<file path="config.mk">
export PLATFORM = sky130hd
export DESIGN_NAME = dma_evt_unit
export DESIGN_NICKNAME = d
export VERILOG_FILES = /design/src/rtl/dma_evt_pkg.sv /design/src/rtl/dma_trig_sel.sv /design/src/rtl/dma_evt_detect.sv /design/src/rtl/dma_flag_bank.sv /design/src/rtl/dma_evt_unit.sv
export SDC_FILE = /design/constraint.sdc
export NUM_CORES = 1
export LEC_CHECK = 0
export BUFFER_PORTS_ARGS = -buffer_cell sky130_fd_sc_hd__buf_2
export CORE_AREA = 5 5 98 90
export DETAILED_ROUTE_END_ITERATION = 7
export DIE_AREA = 0 0 103 95
export GPL_ROUTABILITY_DRIVEN = 0
export HOLD_SLACK_MARGIN = 0.12
export PLACE_DENSITY = 0.76
export SYNTH_ARGS = -nofsm -noshare
export SYNTH_HDL_FRONTEND = slang
export SYNTH_SLANG_ARGS = --single-unit
</file>
<file path="constraint.sdc">
create_clock -name clk -period 1.8 [get_ports clk]
set_input_delay 0.18 -clock clk [delete_from_list [all_inputs] [get_ports clk]]
set_output_delay 0.18 -clock clk [all_outputs]
set_load 0.01 [all_outputs]
</file>
<file path="src/rtl/dma_evt_pkg.sv">
package dma_evt_pkg;
  localparam int REG_W  = 16;
  localparam int F_SEL  = 0;
  localparam int F_HEN  = 6;
  localparam int F_OVR  = 8;
  localparam int F_HALF = 9;
  localparam int F_DONE = 10;
  localparam int F_LOW  = 11;
  localparam int F_HIGH = 12;
  localparam int F_BUF  = 13;

  typedef struct packed {
    logic ovr;
    logic half;
    logic done;
    logic low;
    logic high;
  } evt_t;

  function automatic logic at_half(input int unsigned start, input int unsigned cur);
    return cur == (start >> 1);
  endfunction

  function automatic logic above_window(input int unsigned addr, input int unsigned lim,
                                        input int unsigned top);
    return (addr > lim) || (addr > top);
  endfunction

  function automatic logic in_low_gap(input int unsigned addr, input int unsigned lim,
                                      input int unsigned sfr_top);
    return (addr < lim) && (addr > sfr_top);
  endfunction
endpackage

</file>
<file path="src/rtl/dma_trig_sel.sv">
module dma_trig_sel #(
  parameter int NTRIG = 64,
  parameter int SEL_W = 6
) (
  input  logic [NTRIG-1:0] trig_vec,
  input  logic [SEL_W-1:0] sel,
  input  logic             ch_en,
  input  logic             busy,
  output logic             trig_go,
  output logic             evt_ovr
);
  localparam int NSLOT = 1 << SEL_W;
  logic [NSLOT-1:0] slots;

  generate
    if (NTRIG < NSLOT) begin : g_pad
      assign slots = {{(NSLOT-NTRIG){1'b0}}, trig_vec};
    end else begin : g_full
      assign slots = trig_vec[NSLOT-1:0];
    end
  endgenerate

  assign trig_go = ch_en & slots[sel];
  assign evt_ovr = trig_go & busy;
endmodule

</file>
<file path="src/rtl/dma_evt_detect.sv">
module dma_evt_detect
  import dma_evt_pkg::*;
#(
  parameter int CNT_W = 16,
  parameter int ADDR_W = 16,
  parameter int NPORT = 2,
  parameter logic [ADDR_W-1:0] RAM_TOP = 16'h5FFF,
  parameter logic [ADDR_W-1:0] SFR_TOP = 16'h07FF
) (
  input  logic                         cnt_dec,
  input  logic [CNT_W-1:0]             cnt_cur,
  input  logic [CNT_W-1:0]             cnt_start,
  input  logic                         acc_vld,
  input  logic [NPORT-1:0][ADDR_W-1:0] addrs,
  input  logic [ADDR_W-1:0]            lim_lo,
  input  logic [ADDR_W-1:0]            lim_hi,
  output logic                         evt_half,
  output logic                         evt_done,
  output logic                         evt_high,
  output logic                         evt_low
);
  logic [NPORT-1:0] hi_hit;
  logic [NPORT-1:0] lo_hit;

  generate
    for (genvar p = 0; p < NPORT; p++) begin : g_port
      assign hi_hit[p] = above_window(32'(addrs[p]), 32'(lim_hi), 32'(RAM_TOP));
      assign lo_hit[p] = in_low_gap(32'(addrs[p]), 32'(lim_lo), 32'(SFR_TOP));
    end
  endgenerate

  assign evt_half = cnt_dec & at_half(32'(cnt_start), 32'(cnt_cur));
  assign evt_done = cnt_dec & (cnt_cur == '0);
  assign evt_high = acc_vld & (|hi_hit);
  assign evt_low  = acc_vld & (|lo_hit);
endmodule

</file>
<file path="src/rtl/dma_flag_bank.sv">
module dma_flag_bank
  import dma_evt_pkg::*;
#(
  parameter int SEL_W = 6
) (
  input  logic             clk,
  input  logic             rst_n,
  input  logic             reg_wr,
  input  logic [REG_W-1:0] reg_wdata,
  input  evt_t             evt,
  input  logic             ch_en,
  input  logic             buf_set,
  input  logic             buf_clr,
  output logic [SEL_W-1:0] sel,
  output logic             en_rise,
  output logic             evt_any,
  output logic [REG_W-1:0] reg_rdata,
  output logic             irq
);
  logic half_en;
  logic f_ovr, f_half, f_done, f_low, f_high, f_buf;
  logic en_q;

  assign en_rise = ch_en & ~en_q;
  assign evt_any = evt.ovr | evt.done | evt.high | evt.low | (evt.half & half_en);

  always_ff @(posedge clk or negedge rst_n) begin
    if (!rst_n) begin
      sel     <= '0;
      half_en <= 1'b0;
      f_ovr   <= 1'b0;
      f_half  <= 1'b0;
      f_done  <= 1'b0;
      f_low   <= 1'b0;
      f_high  <= 1'b0;
      f_buf   <= 1'b0;
      en_q    <= 1'b0;
      irq     <= 1'b0;
    end else begin
      en_q <= ch_en;
      irq  <= evt_any;
      if (reg_wr) begin
        sel     <= reg_wdata[F_SEL +: SEL_W];
        half_en <= reg_wdata[F_HEN];
      end
      f_ovr  <= evt.ovr  | (reg_wr ? reg_wdata[F_OVR]  : f_ovr);
      f_half <= evt.half | (reg_wr ? reg_wdata[F_HALF] : f_half);
      f_low  <= evt.low  | (reg_wr ? reg_wdata[F_LOW]  : f_low);
      f_high <= evt.high | (reg_wr ? reg_wdata[F_HIGH] : f_high);
      f_done <= evt.done | (en_rise ? 1'b0 : (reg_wr ? reg_wdata[F_DONE] : f_done));
      f_buf  <= buf_set  | (buf_clr ? 1'b0 : f_buf);
    end
  end

  always_comb begin
    reg_rdata                 = '0;
    reg_rdata[F_SEL +: SEL_W] = sel;
    reg_rdata[F_HEN]          = half_en;
    reg_rdata[F_OVR]          = f_ovr;
    reg_rdata[F_HALF]         = f_half;
    reg_rdata[F_DONE]         = f_done;
    reg_rdata[F_LOW]          = f_low;
    reg_rdata[F_HIGH]         = f_high;
    reg_rdata[F_BUF]          = f_buf;
  end
endmodule

</file>
<file path="src/rtl/dma_evt_unit.sv">
module dma_evt_unit
  import dma_evt_pkg::*;
#(
  parameter int NTRIG = 64,
  parameter int CNT_W = 16,
  parameter int ADDR_W = 16,
  parameter logic [ADDR_W-1:0] RAM_TOP = 16'h5FFF,
  parameter logic [ADDR_W-1:0] SFR_TOP = 16'h07FF
) (
  input  logic              clk,
  input  logic              rst_n,
  input  logic              reg_wr,
  input  logic [REG_W-1:0]  reg_wdata,
  output logic [REG_W-1:0]  reg_rdata,
  input  logic [NTRIG-1:0]  trig_vec,
  output logic              trig_go,
  input  logic              ch_en,
  input  logic              busy,
  input  logic              cnt_dec,
  input  logic [CNT_W-1:0]  cnt_cur,
  input  logic [CNT_W-1:0]  cnt_start,
  input  logic              acc_vld,
  input  logic [ADDR_W-1:0] src_addr,
  input  logic [ADDR_W-1:0] dst_addr,
  input  logic [ADDR_W-1:0] lim_lo,
  input  logic [ADDR_W-1:0] lim_hi,
  input  logic              nw_mode,
  input  logic              buf_load,
  input  logic              buf_wr,
  output logic              irq
);
  localparam int SEL_W = (NTRIG > 1) ? $clog2(NTRIG) : 1;
  localparam int NPORT = 2;

  logic [SEL_W-1:0]             sel;
  logic                         evt_ovr, evt_half, evt_done, evt_high, evt_low;
  logic                         evt_any;
  logic                         en_rise;
  logic                         buf_set;
  evt_t                         evt;
  logic [NPORT-1:0][ADDR_W-1:0] addrs;

  assign addrs   = {dst_addr, src_addr};
  assign buf_set = nw_mode & buf_load;
  assign evt     = '{ovr: evt_ovr, half: evt_half, done: evt_done, low: evt_low, high: evt_high};

  dma_trig_sel #(.NTRIG(NTRIG), .SEL_W(SEL_W)) u_trig (
    .trig_vec(trig_vec), .sel(sel), .ch_en(ch_en), .busy(busy),
    .trig_go(trig_go), .evt_ovr(evt_ovr)
  );

  dma_evt_detect #(
    .CNT_W(CNT_W), .ADDR_W(ADDR_W), .NPORT(NPORT), .RAM_TOP(RAM_TOP), .SFR_TOP(SFR_TOP)
  ) u_det (
    .cnt_dec(cnt_dec), .cnt_cur(cnt_cur), .cnt_start(cnt_start),
    .acc_vld(acc_vld), .addrs(addrs), .lim_lo(lim_lo), .lim_hi(lim_hi),
    .evt_half(evt_half), .evt_done(evt_done), .evt_high(evt_high), .evt_low(evt_low)
  );

  dma_flag_bank #(.SEL_W(SEL_W)) u_bank (
    .clk(clk), .rst_n(rst_n), .reg_wr(reg_wr), .reg_wdata(reg_wdata),
    .evt(evt), .ch_en(ch_en), .buf_set(buf_set), .buf_clr(buf_wr),
    .sel(sel), .en_rise(en_rise), .evt_any(evt_any),
    .reg_rdata(reg_rdata), .irq(irq)
  );
endmodule

</file>
== Yosys cells after proc, flatten, opt, wreduce, memory -nomap -nowiden ==
Cells that the tools add are included.

* Bits in registers: 15
* Logic and storage cells: 56

* Multiplexer cells: 9
* Reductions and logical operators: 7
* Bitwise operators: 20
* Equal/unequal tests: 1
* Order comparisons: 9

{| class="wikitable"
|+ Operators by type and width
! kind !! count
|-
| 16-bit by 11-bit > comparator with 1-bit output, second input constant || 2
|-
| 16-bit by 15-bit > comparator with 1-bit output, second input constant || 2
|-
| 16-bit > comparator || 2
|-
| 16-bit < comparator || 2
|-
| 16-bit by 15-bit equality test with 1-bit output || 1
|-
| 16-bit zero test || 1
|-
| 1-bit bitwise OR || 10
|-
| 1-bit AND || 9
|-
| 1-bit 2-to-1 mux || 8
|-
| 6-bit by 7-bit < comparator with 1-bit output, second input constant || 1
|-
| 1-bit binary-select mux with 6-bit select || 1
|-
| 2-bit OR reduction || 2
|-
| 1-bit logical AND || 2
|-
| 1-bit logical OR || 2
|-
| 1-bit inverter || 1
|}

== Longest topological paths before layout ==
Gate-level depths: netlist of the first run.

* Word-level depth: 8
* Depth in mapped cells: 9
* Mapped depth without buffers: 9

== Hierarchy ==
From an unflattened synthesis of the first run, not the netlist that was laid out.

* Cells, all modules: 328
* Area total of the unflattened synthesis: 3,002.9 sq um

{| class="wikitable"
|+ Modules (own cells, without submodules)
! module !! area an instance (sq um) !! times used !! cells an instance !! seq. area each (sq um)
|-
| dma_evt_detect || 1,700.4 || 1 || 227 || 0.0
|-
| dma_flag_bank || 703.2 || 1 || 56 || 375.4
|-
| dma_trig_sel || 593.1 || 1 || 44 || 0.0
|-
| dma_evt_unit || 6.3 || 1 || 1 || 0.0
|}

== Least setup slack after synthesis of the first run ==
OpenSTA, ideal clock, no wires.

* Path kind: flip-flop to output port
* From: register u_bank.sel[1]
* To: output trig_go
* Slack: 0.019 ns
* Stages on the path, launching flop included: 10
* Data arrival time: 1.601 ns
* Cells stage by stage: dfrtp_1 > buf_6 > buf_6 > mux2i_1 > a22oi_1 > nand4_1 > o21ai_1 > a211oi_1 > mux2i_1 > and2_1

* Cells in the longest elaborated chain, start to end: 3

{| class="wikitable"
|+ Ends and longest elaborated chain
! what !! RTL line !! text
|-
| from (decl) || dma_flag_bank.sv:14 || <nowiki>output logic [SEL_W-1:0] sel,</nowiki>
|-
| from (signal assigned) || dma_flag_bank.sv:43 || <nowiki>sel <= reg_wdata[F_SEL +: SEL_W];</nowiki>
|-
| 1-bit binary-select mux with 6-bit select || dma_trig_sel.sv:23 || <nowiki>assign trig_go = ch_en & slots[sel];</nowiki>
|-
| 1-bit 2-to-1 mux (not written as such) || dma_trig_sel.sv:23 ||
|-
| 1-bit AND || dma_trig_sel.sv:23 ||
|-
| to (decl) || dma_evt_unit.sv:16 || <nowiki>output logic trig_go,</nowiki>
|}

No other way between the ends. The select of a mux whose other input is x is not followed.

== Worst setup path in the final report of the first run ==
Same ends and word-level chain as after synthesis.

==> run summary, run 1 <==
The core area was 7840 um^2. Global routing consumed, over all layers together, 21.6% of the routing resources. The later-pin clock latency in the skew report came out at 240 ps. The tools report the endpoint type of the worst setup path as a primary output.

Across all hold checks on the routed design, the worst slack comes to 135 ps. The final hold violation count was 0. Buffers placed on the I/O ports in this run total 195. For the H-tree depth, the log shows 1.

STA classifies the critical path startpoint as a register. For this design, the slowest cell found on the critical path is sky130_fd_sc_hd__dfrtp_2. For the synthesized instance count, the log shows 354.

The top cell types in the final layout, fill and taps aside, are sky130_fd_sc_hd__buf_2 (195), sky130_fd_sc_hd__ha_1 (62), sky130_fd_sc_hd__inv_1 (35). The synthesized design contains 0 enable-type register cells. In this run the horizontal extent of the chip is 103 um.

Setup violations remaining at the end of the flow were counted as 3. Setup repair after global routing could not meet its margin everywhere. In this run the clock root is driven by a sky130_fd_sc_hd__clkbuf_8. The final worst setup slack was -554 ps; the max-slew violation total from the final report was 0.

Detailed placement finished with a half-perimeter wire length of 9.32 mm. Pin placement for this block handled 204 I/O pins. Of all flip-flops after synthesis, the portion carrying an async set or reset was 100%. The number of clock sinks was 15. The static power due to leakage is 2.50 nW, and the register cell area after layout is 377 um^2.

STA puts the critical path data arrival time at 2170 ps. Summing all multi-input logic gate instances after layout gives 2470 um^2. Class of the tightest hold or removal check: in2reg.

The tools report the leftover overflow at the end of global routing as 0. For this run, the leading register cell type out of synthesis is sky130_fd_sc_hd__dfrtp_1. The pre-antenna-repair detailed-routing pass consisted of 6 iterations.

TritonCTS built the clock tree. Dividing total power by cell area gives a power density of 400 nW/um^2. The combined buffer and inverter count along the critical path came out at 4. Dividing the detail-routed wire length by the instance count gives 16.9 um. After synthesis the netlist holds a flip-flop and latch count of 15. For this run, the slowest stage of the critical path takes 440 ps. For this block, the via count after detailed routing is 3636. The worst path uses 131% of the clock period. Measured on the finished design, the core utilization comes to 58.0%. The run gives 44 as the distinct cell type count after synthesis. The number of rows in the core area is 31.

After synthesis, flip-flops and latches occupy 12.6% of the total area. Dominant cell type by count on the critical path: sky130_fd_sc_hd__mux2i_1. A synthesized cell averages 8.42 um^2. By startpoint and endpoint, the worst setup path is classified as reg2out.

The maximum net fanout on the critical path is 7, and the number of antenna violations at the first check in global routing is 0. The routed design has 11.4 mm of wire. The final reports fail on setup timing. The sum of internal, switching and leakage power was 0.00182 W.

The die covers 9790 um^2. The synthesis-to-layout area growth was 52.5%. The most common cell after layout, fill and taps aside is sky130_fd_sc_hd__buf_2. The detail route stage leaves a number of antenna-violating nets equal to 0.

After the last flow step, the layout net total stands at 829. The post-CTS clock slew at the launch and capture registers of the worst setup and hold paths was 60 ps; the post-detailed-route DRC marker count was 0. Clock tree synthesis inserted a total of 3 buffers.

The max-capacitance violation count came out at 0. In the final layout, the share of cells above drive strength 1 is 46.2%. For the total number of yosys warnings, the log shows 0.

The logs give 0 for the number of antenna repair diodes and 97 for the first-iteration detailed-routing DRC count. The initial core utilization is 38.1%, and the maximum vdd drop is 280 uV. The logs give 1.85 ps for the clock skew and 425 MHz for the fmax. The maximum buffer depth of the clock tree came out at 2. The netlist area before placement was 2980 um^2; the post-layout minimum cycle time was 2350 ps. The run finished, with violations left. The number of vias per cell after detailed routing came out at 5.35. For the maximum number of pins on one net before global-route repair, the log shows 16. Kind of cell adding the most delay to the critical path: buffers and inverters. The logs give 17.1 mm for the global-route wire length before repair and 1620 ps for the data required time at the worst endpoint. For the number of filler instances in the final layout, the log shows 685.

Via count of the first global-routing pass: 3748. The die is 95 um tall. The critical path goes through buf_12 -> buf_16 -> buf_8 -> mux2i_1 -> a22oi_1 -> nand2_1 -> nor3_2 -> a211oi_2 -> mux2i_1 -> and2_1 -> buf_2.
==> cells in the mapped netlist, types with 8 or more instances <==
library cell	instances	share of area [%]
sky130_fd_sc_hd__ha_1	62	26
sky130_fd_sc_hd__mux2i_1	37	12
sky130_fd_sc_hd__inv_1	35	4.4
sky130_fd_sc_hd__nand2_1	22	2.8
sky130_fd_sc_hd__a21oi_1	21	3.5
sky130_fd_sc_hd__dfrtp_1	15	13
sky130_fd_sc_hd__xor2_1	15	4.4
sky130_fd_sc_hd__nand4_1	14	2.9
sky130_fd_sc_hd__a22oi_1	12	3.0
sky130_fd_sc_hd__buf_4	10	2.5
sky130_fd_sc_hd__nor2_1	9	1.1
sky130_fd_sc_hd__a211oi_1	8	2.0
sky130_fd_sc_hd__nor2b_1	8	1.7
sky130_fd_sc_hd__nor4_1	8	1.7
==> per-layer routing <==
| layer | GRT usage (%) | up-vias | share of wire [%] |
|---|---|---|---|
| met4 | 7.23 | 0 | 3.1 |
| met2 | 40.6 | 191 | 50 |
| met3 | 2.73 | 32 | 8.9 |
| met1 | 24.8 | 1651 | 38 |
| li1 | - | 1762 | - |
| met5 | 0 | - | 0 |
==> repair_timing <==
| action | CTS | global route |
|---|---|---|
| endpoints found under the hold margin | 16 | 0 |
| gates resized for setup | 17 | 15 |
| buffers inserted | 9 | 0 |
| pin swaps | 9 | 12 |
| hold buffers | 2 | 0 |
| gates cloned | 2 | 0 |
| setup endpoints to repair | 4 | 5 |
==> sequential cells by signal, summed over array words and instances, names as in the netlist <==
register	count
u_bank.f_done	1
u_bank.en_q	1
u_bank.f_high	1
u_bank.f_buf	1
u_bank.irq	1
u_bank.f_half	1
u_bank.half_en	1
u_bank.sel	6
u_bank.f_ovr	1
u_bank.f_low	1
==> report_power, final <==
part	total, W	leakage [nW]	switching [W]	internal [W]
registers	0.000408	0.170	0.0000360	0.000372
logic	0.00115	2.30	0.000544	0.000602
clock network	0.000266	0.0228	0.000109	0.000156
==> area by class of cell <==
type	count	share of cell area [%]
multi-input cells	288	54.3
repair buffers	238	30.8
flip-flops and latches	15	8.29
inverters	35	2.89
well taps	99	2.73
clock buffers	4	0.991
==> path summary, 6_finish.rpt <==
| path | from | to | slack (ps) | depth (start not counted) |
|---|---|---|---|---|
| setup / recovery | u_bank.sel[1]$_DFFE_PN0P_ | trig_go | -550 | 11 |
| max in group asynchronous | rst_n | u_bank.sel[1]$_DFFE_PN0P_ | 1140 | 2 |
| setup reg to reg | u_bank.sel[1]$_DFFE_PN0P_ | u_bank.irq$_DFF_PN0_ | -150 | 10 |
| hold / removal | buf_wr | u_bank.f_buf$_DFF_PN0_ | 130 | 2 |
| hold reg to reg | u_bank.f_high$_DFF_PN0_ | u_bank.f_high$_DFF_PN0_ | 510 | 2 |
| min in group asynchronous | rst_n | u_bank.en_q$_DFF_PN0_ | 380 | 2 |
==> stage by stage <==
step | TNS, ps | cell area [um^2] | instances | setup WS [ps]
3_5_place_dp | -1310 | 4200 | 664 | -345
2_1_floorplan | 0 | 2990 | 356 | 18.6
4_1_cts | -689 | 4470 | 679 | -497
5_1_grt | -1170 | 4550 | 679 | -658
6_report | -837 | 4550 | 679 | -554
3_3_place_gp | -1240 | 4200 | 664 | -318
==> cell families (layout without fill, tap and decap cells) <==
logic type | Yosys count | in the layout | share of synthesized area, %
adders and majority gates | 62 | 62 | 26.0
DFF | 15 | 15 | 12.6
other | 1 | 3 | 0.126
xor gates and xnor gates | 15 | 15 | 4.41
AOI/OAI and AO/OA | 76 | 76 | 17.1
and+or+nand+nor | 88 | 88 | 15.7
muxes | 44 | 44 | 15.1
buffers and inverters | 53 | 277 | 9.06
(Power assumes the default switching activity.)
==> run 2: changes to the inputs <==
ABC_AREA = 1   (was default)
CORE_AREA = 5 5 100 93   (was 5 5 98 90)
DIE_AREA = 0 0 105 98   (was 0 0 103 95)
PLACE_DENSITY = 0.75   (was 0.76)
==> run summary, run 2 <==
The number of buffers inserted during clock tree synthesis is 3, and the first-iteration detailed-routing DRC count is 150. VDD sags by at most 228 uV. The number of rows in the core area is 32.

The class of the tightest hold or removal check was in2reg. The clock skew was 3.77 ps. u_bank.sel holds more flip-flops than any other register. The switching fraction of total power works out to 41.5%. The synthesized design spends more area on one cell type than any other, namely sky130_fd_sc_hd__ha_1. For this design the static power due to leakage is 2.62 nW. At the end of the flow, the number of nets in the layout was 955. The repair_antennas step left the layout with diodes totalling 0.

The tools report the buffer cell driving the clock tree root as sky130_fd_sc_hd__clkbuf_8. Data on the critical path arrives at its endpoint at 1760 ps. In the final layout, the share of cells above drive strength 1 is 33.7%. The run gives 0 as the number of antenna-violating nets in the routed design. The proportion of power drawn by combinational gates is 61.1%, and the chip height is 98 um. In the routed layout, each cell is associated on average with a via count of 4.94.

The max-slew violation total from the final report is 0. From synthesis to final layout, the design area changed by 39.3%. The reg2reg setup slack is 160 ps. The logs give 15 for the number of clock sinks and 515 MHz for the fmax. The portion of synthesized cell area occupied by the leading cell type was 24.4%. The worst setup path is captured at a primary output. In this run the worst path has a maximum fanout of 8. The number of flip-flops under the largest register name works out to 6. Prior to clock tree synthesis, the placed netlist has a worst setup slack of 72.4 ps. The die covers 10300 um^2. Kind of cell adding the most delay to the critical path: simple AND/OR/NAND/NOR gates. Critical setup path kind: reg2out. The cell with the largest stage delay on the worst path was sky130_fd_sc_hd__dfrtp_2. The library cells used most frequently in the layout, excluding fill and tap cells, are sky130_fd_sc_hd__buf_2 (195), sky130_fd_sc_hd__nand2_1 (154), sky130_fd_sc_hd__ha_1 (62). The final-layout setup total negative slack was -142 ps. Max-cap violations in this run came to 0.

The first global-routing pass estimated 18.0 mm of wire. The pre-antenna-repair detailed-routing pass consisted of 4 iterations. The tools report the final count of negative-setup-slack endpoints as 1. The count of buffers from port buffering is 195, and the count of vias placed by the detailed router is 3994. Clock-pin slew was measured on the worst setup and hold paths at 70 ps. In the final routed layout, each cell accounts on average for 13.4 um. The power density over the cells was 391 nW/um^2; the final worst setup slack was -142 ps. Leaving out fill and tap cells, the most frequent cell in the layout is sky130_fd_sc_hd__buf_2.

In the global route stage, overall resource usage came out at 20.1%. The longest clock path from root to sink contains 2 buffers. In the synthesized netlist, the cells that appear most often are sky130_fd_sc_hd__nand2_1 (162), sky130_fd_sc_hd__nand3_1 (63), sky130_fd_sc_hd__ha_1 (62). For this design the total switching power over the nets is 0.000719 W.

TritonCTS built the clock tree. After global routing the overflow that remains totals 0. Setup repair after global routing could not meet its margin everywhere. The tools report the final hold violation count as 0. The post-layout minimum cycle time was 1940 ps.

Of the total power, the clock network draws 16.3%. The region available for standard cell placement spans 8250 um^2. Hold timing on the final database bottoms out at a slack of 137 ps.

The tools report the number of primary I/O pins as 204. Yosys printed 0 warnings. The run gives 34 as the distinct cell type count after synthesis. STA puts the critical path data required time at 1620 ps. The run gives 833 as the number of filler instances in the final layout.

For this run, asynchronously set or reset flops after synthesis account for 100%. In this run, synthesis inferred 0 flip-flops with an integrated enable. Dividing the final minimum period by the clock period gives 108%. The logs give 250 ps for the later-pin clock latency in the skew report and 20 for the maximum number of pins on one net before global-route repair.

The checks that failed: setup timing. The tools report the sort of element at the start of the critical path as a register. The final layout contains routed wiring with a total length of 10.8 mm. By area the synthesized netlist is led by sky130_fd_sc_hd__ha_1 (24%), sky130_fd_sc_hd__nand2_1 (19%), sky130_fd_sc_hd__dfrtp_1 (12%), sky130_fd_sc_hd__nand3_1 (9.9%), sky130_fd_sc_hd__inv_1 (7.2%). The logs give 1 for the H-tree depth and 0 for the post-detailed-route DRC marker count. For this run, the leading register cell type out of synthesis is sky130_fd_sc_hd__dfrtp_1. Summing the sequential cell areas from Yosys gives 11.8% of the chip area. The critical path's largest stage delay came out at 410 ps. Via count of the first global-routing pass: 4159. Synthesis handed over a netlist of 513 instances. Together, buffers and inverters on the worst path number 3. Synthesis inferred 15 register bits. Among the stages of the critical path, the cell type that occurs most often is sky130_fd_sc_hd__nand2_1. For the number of antenna violations at the first check in global routing, the log shows 0. The signal on the critical path passes through buf_6 -> buf_16 -> nand2_1 -> nand3_1 -> nand3_1 -> nand2_1 -> nand2_1 -> nand3_2 -> nand3_2 -> a21oi_2 -> buf_2. Summing every instance area after synthesis gives 3180 um^2.

The flow ran to the end, but the final reports show violations. The initial core utilization was 38.6%. The die width works out to 105 um. The sum of net half-perimeters after detailed placement is 9.27 mm, and the share of total power in sequential cells is 22.7%.

A synthesized cell averages 6.20 um^2. Internal power comes to 0.00101 W. The most instantiated library cell after synthesis is sky130_fd_sc_hd__nand2_1.
[run 2: cells by family after synthesis]
kind of cell             after synthesis  synth area share, %
flip-flops                            15                 11.8
XOR/XNOR                               6                 1.65
adder cells (fa/ha/maj)               62                 24.4
AND/OR/NAND/NOR                      281                 37.8
other                                  1                0.118
AO/OA/AOI/OAI                         61                 10.5
buffers and inverters                 87                 13.8
[run 2: what timing repair did]
| item | 4_1_cts | 5_1_grt |
|---|---|---|
| endpoints found under the hold margin | 16 | 0 |
| resized for setup | 13 | 12 |
| gates cloned | 3 | 1 |
| pin swaps | 5 | 10 |
| endpoints found under the setup margin | 1 | 1 |
| setup buffers | 3 | 2 |
| hold buffers | 2 | 0 |
[run 2: final timing paths]
path                            depth (start not counted)                      start                    endpoint
worst max-delay path                                   11  u_bank.sel[0]$_DFFE_PN0P_                     trig_go
worst min-delay path                                    3               reg_wdata[6]  u_bank.half_en$_DFFE_PN0P_
worst max register to register                         12  u_bank.sel[0]$_DFFE_PN0P_        u_bank.irq$_DFF_PN0_
worst min register to register                          2    u_bank.f_half$_DFF_PN0_     u_bank.f_half$_DFF_PN0_
max in group asynchronous                               2                      rst_n   u_bank.sel[0]$_DFFE_PN0P_
min in group asynchronous                               2                      rst_n  u_bank.half_en$_DFFE_PN0P_
[run 2: metal layers]
metal | vias up | routed length (um) | global-route usage (%)
li1 | 2066 | - | -
met5 | - | 0 | 0
met1 | 1727 | 4320 | 24.4
met3 | 22 | 958 | 3.24
met2 | 179 | 5340 | 36.7
met4 | 0 | 218 | 5.21
[run 2: power by group through the flow]
stage / Combinational (W) / Sequential (W) / Clock, W
2_1_floorplan: 0.000593 / 0.000396 / 0
6_report: 0.00106 / 0.000392 / 0.000282
4_1_cts: 0.00103 / 0.000392 / 0.000295
3_5_place_dp: 0.000950 / 0.000397 / 0
3_3_place_gp: 0.000920 / 0.000395 / 0
5_1_grt: 0.00121 / 0.000395 / 0.000306
[run 2: area by class of cell]
cell class / instances / area (um^2) / share of cell area, %
inverters: 64 / 255 / 5.76
clock buffers: 3 / 41.3 / 0.932
well taps: 102 / 128 / 2.88
clock inverters: 1 / 7.51 / 0.169
repair buffers: 209 / 1170 / 26.5
multi-input cells: 413 / 2430 / 54.9
repair inverters: 1 / 16.3 / 0.367
flip-flops and latches: 15 / 377 / 8.50
[run 2: stage by stage]
step                      std cells  area, um^2  total power (W)  util [%]
after floorplan                 515        3190         0.000989         -
after global placement          793        4140          0.00131      50.2
after detailed placement        793        4140          0.00135      50.2
after CTS                       805        4360          0.00171      52.8
after global routing            808        4430          0.00191      53.7
final                           808        4430          0.00173      53.7
[run 2: worst register-to-register path: cells and delay by family, from the launching register on]
| family | cells | cell delay, ps |
|---|---|---|
| simple gates | 10 | 790 |
| buf+inv | 2 | 280 |
| flops | 1 | 440 |
==> run 3: changes to the inputs <==
BUFFER_PORTS_ARGS = -buffer_cell sky130_fd_sc_hd__buf_4   (was -buffer_cell sky130_fd_sc_hd__buf_2)
==> run summary, run 3 (synthesis gave the netlist of run 2 again) <==
The reg2reg setup slack is 150 ps, and the core area is 8250 um^2. Data on the critical path is required at its endpoint by 1620 ps. Global routing consumed, on the met1 layer, 25.9% of the routing resources. More flip-flops sit in one register than any other, and that register is u_bank.sel. The final reports fail on setup timing. The first-iteration detailed-routing DRC count came out at 202. In this design, the stage delay of the slowest critical-path cell is 450 ps. In this run the tool buffered the top-level ports with 195 buffer cells.

For this design, the sink count on the clock tree is 15. The run gives 38.6% as the initial core utilization. The tools report the number of antenna violations at the first check in global routing as 0.

After detailed routing, the total wire length is 11.7 mm. The library cells used most frequently in the layout, excluding fill and tap cells, are sky130_fd_sc_hd__buf_4 (199), sky130_fd_sc_hd__nand2_1 (146), sky130_fd_sc_hd__ha_1 (62). Detailed placement ended at an HPWL of 9.66 mm.

Clock-pin slew was measured on the worst setup and hold paths at 60 ps. The overall global routing resource usage came out at 21.4%. The min-delay analysis places its worst path in the category in2reg.

Final worst setup slack: -132 ps. The path with the worst hold slack has its endpoint at u_bank.sel[2]$_DFFE_PN0P_. In this run the critical register-to-register path is captured at u_bank.irq$_DFF_PN0_. Setup repair after global routing could not meet its margin everywhere.

The worst min-delay path startpoint was reg_wdata[2]. STA classifies the critical path startpoint as a register. TritonCTS created 3 clock buffers.

The flow ran to the end, but the final reports show violations. Static timing analysis puts the maximum clock frequency at 518 MHz. The run gives 1 as the H-tree depth.

In this run the remaining antenna-violating nets after routing total 0. For the count of vias placed by the detailed router, the log shows 4124. In this run the clock root is driven by a sky130_fd_sc_hd__clkbuf_8.

For the post-route worst hold slack, the log shows 135 ps. The register with the most flip-flops in the layout has 6 of them. The die is 98 um tall.

Number of vias per cell after detailed routing: 5.09. The run gives 5 as the first-pass iteration count of the detailed router. The first global-routing pass estimated 18.8 mm of wire. The post-detailed-route DRC marker count was 0.

Number of antenna repair diodes: 0. The floorplan has 32 rows. The final critical-path share of the clock period came out at 107%. The layer flagged by global routing as most heavily used is met2. Measured in cells, the most critical reg-to-reg path has a length of 12. STA puts the critical path data arrival time at 1750 ps. The critical setup path kind was reg2out.

The run gives 2 as the maximum buffer depth of the clock tree. The logs give 958 for the number of nets in the final layout and 1 for the final count of negative-setup-slack endpoints. In this run the static leakage power is 2.85 nW. Grouping stages by cell kind, the critical path spends the most delay in simple AND/OR/NAND/NOR gates.

The worst register-to-register path begins at u_bank.sel[0]$_DFFE_PN0P_. The max-slew violation total from the final report was 0. TritonCTS built the clock tree. In this design, the critical path's most frequently occurring cell is sky130_fd_sc_hd__nand2_1. In this run the count of I/O pins placed on the die edge is 204. The final hold violation count is 0, and the synthesis-to-layout area growth is 59.2%.

The sum of internal, switching and leakage power was 0.00192 W; the share of layout cells above drive strength 1 was 36.7%. Together, buffers and inverters on the worst path number 3. The via count of the first global-routing pass is 4198, and the global-route met2 utilization is 39.1%. The worst hold path was traced through 3 stages.

The post-layout minimum cycle time came out at 1930 ps. The most common cell after layout, fill and taps aside is sky130_fd_sc_hd__buf_4. On the final layout, the worst clock skew is 4.66 ps.

STA classifies the critical path endpoint as a primary output. The leftover overflow at the end of global routing was 0; the power density over the cells was 380 nW/um^2. The floorplan step defined a die boundary enclosing 10300 um^2. From left edge to right edge, the die measures 105 um. For the maximum vdd drop, the log shows 203 uV. Walking the worst path, the cells encountered are buf_12 -> buf_16 -> nand2_1 -> nand3_1 -> nand3_1 -> nand2_1 -> nand2_1 -> nand3_2 -> nand3_2 -> a21oi_2 -> buf_4.

The routed length per instance works out to 14.4 um. Tracing the worst setup path back leads to its startpoint at u_bank.sel[0]$_DFFE_PN0P_. Entering global routing, the biggest net connects 20 pins.

The later-pin clock latency in the skew report is 250 ps, and the routing usage on met3 is 3.83%. Max-cap violations in this run came to 0. Of all nets on the critical path, the largest fanout is 5.

The cell with the largest stage delay on the worst path is sky130_fd_sc_hd__dfrtp_2.
[run 3: cell count changes in the layout (fill, tap and decap cells not counted), sizes merged]
cell | previous run | this run
inv | 63 | 67
bufbuf | 0 | 1
clkbuf | 4 | 3
clkinvlp | 1 | 0
[run 3: timing repair]
item	4_1_cts	5_1_grt
setup buffers	3	0
resized for setup	43	8
endpoints found under the setup margin	1	1
gates cloned	8	0
pin swaps	38	5
hold buffers	2	0
hold endpoints to repair	16	0
[run 3: metal layers]
layer | vias to the layer above | routed length [um] | share of wire (%)
met5 | - | 0 | 0
met3 | 20 | 1010 | 8.6
met2 | 192 | 5830 | 50
met1 | 1839 | 4610 | 39
li1 | 2073 | - | -
met4 | 0 | 235 | 2.0
[run 3: report_power, final]
group          internal (W)  total [W]  switching (W)  leakage [nW]
sequential         0.000367   0.000395      0.0000272         0.173
clock              0.000153   0.000270       0.000117        0.0255
combinational      0.000652    0.00126       0.000607          2.65
[run 3: worst max-delay path by stage]
stage,cells after the start,slack [ps],to
after floorplan,11,240,trig_go
after global placement,10,110,trig_go
after detailed placement,10,110,trig_go
after CTS,11,-110,trig_go
after global routing,10,-250,trig_go
final,11,-130,trig_go
[run 3: stage by stage]
stage / util, % / worst slack [ps] / instance area, um^2 / instances / TNS (ps)
5_1_grt: 61.4 / -249 / 5060 / 811 / -249
4_1_cts: 61.0 / -108 / 5030 / 811 / -108
2_1_floorplan: - / 243 / 3190 / 515 / 0
3_3_place_gp: 56.3 / 114 / 4640 / 794 / 0
3_5_place_dp: 56.3 / 106 / 4640 / 794 / 0
6_report: 61.4 / -132 / 5060 / 811 / -132
[run 3: worst min-delay path: stages]
cell,delay (ps)
sky130_fd_sc_hd__buf_4,80
sky130_fd_sc_hd__nand2_1,40
sky130_fd_sc_hd__o21ai_0,50
[run 3: area by class of cell]
| type | count | area [um^2] |
|---|---|---|
| Timing Repair inverter | 4 | 45.0 |
| Timing Repair Buffer | 209 | 1700 |
| Multi-Input combinational cell | 413 | 2510 |
| Fill cell | 730 | 3180 |
| Inverter | 64 | 255 |
| Clock buffer | 3 | 41.3 |
| Sequential cell | 15 | 377 |
| Tap cell | 102 | 128 |
| Clock inverter | 1 | 5.00 |
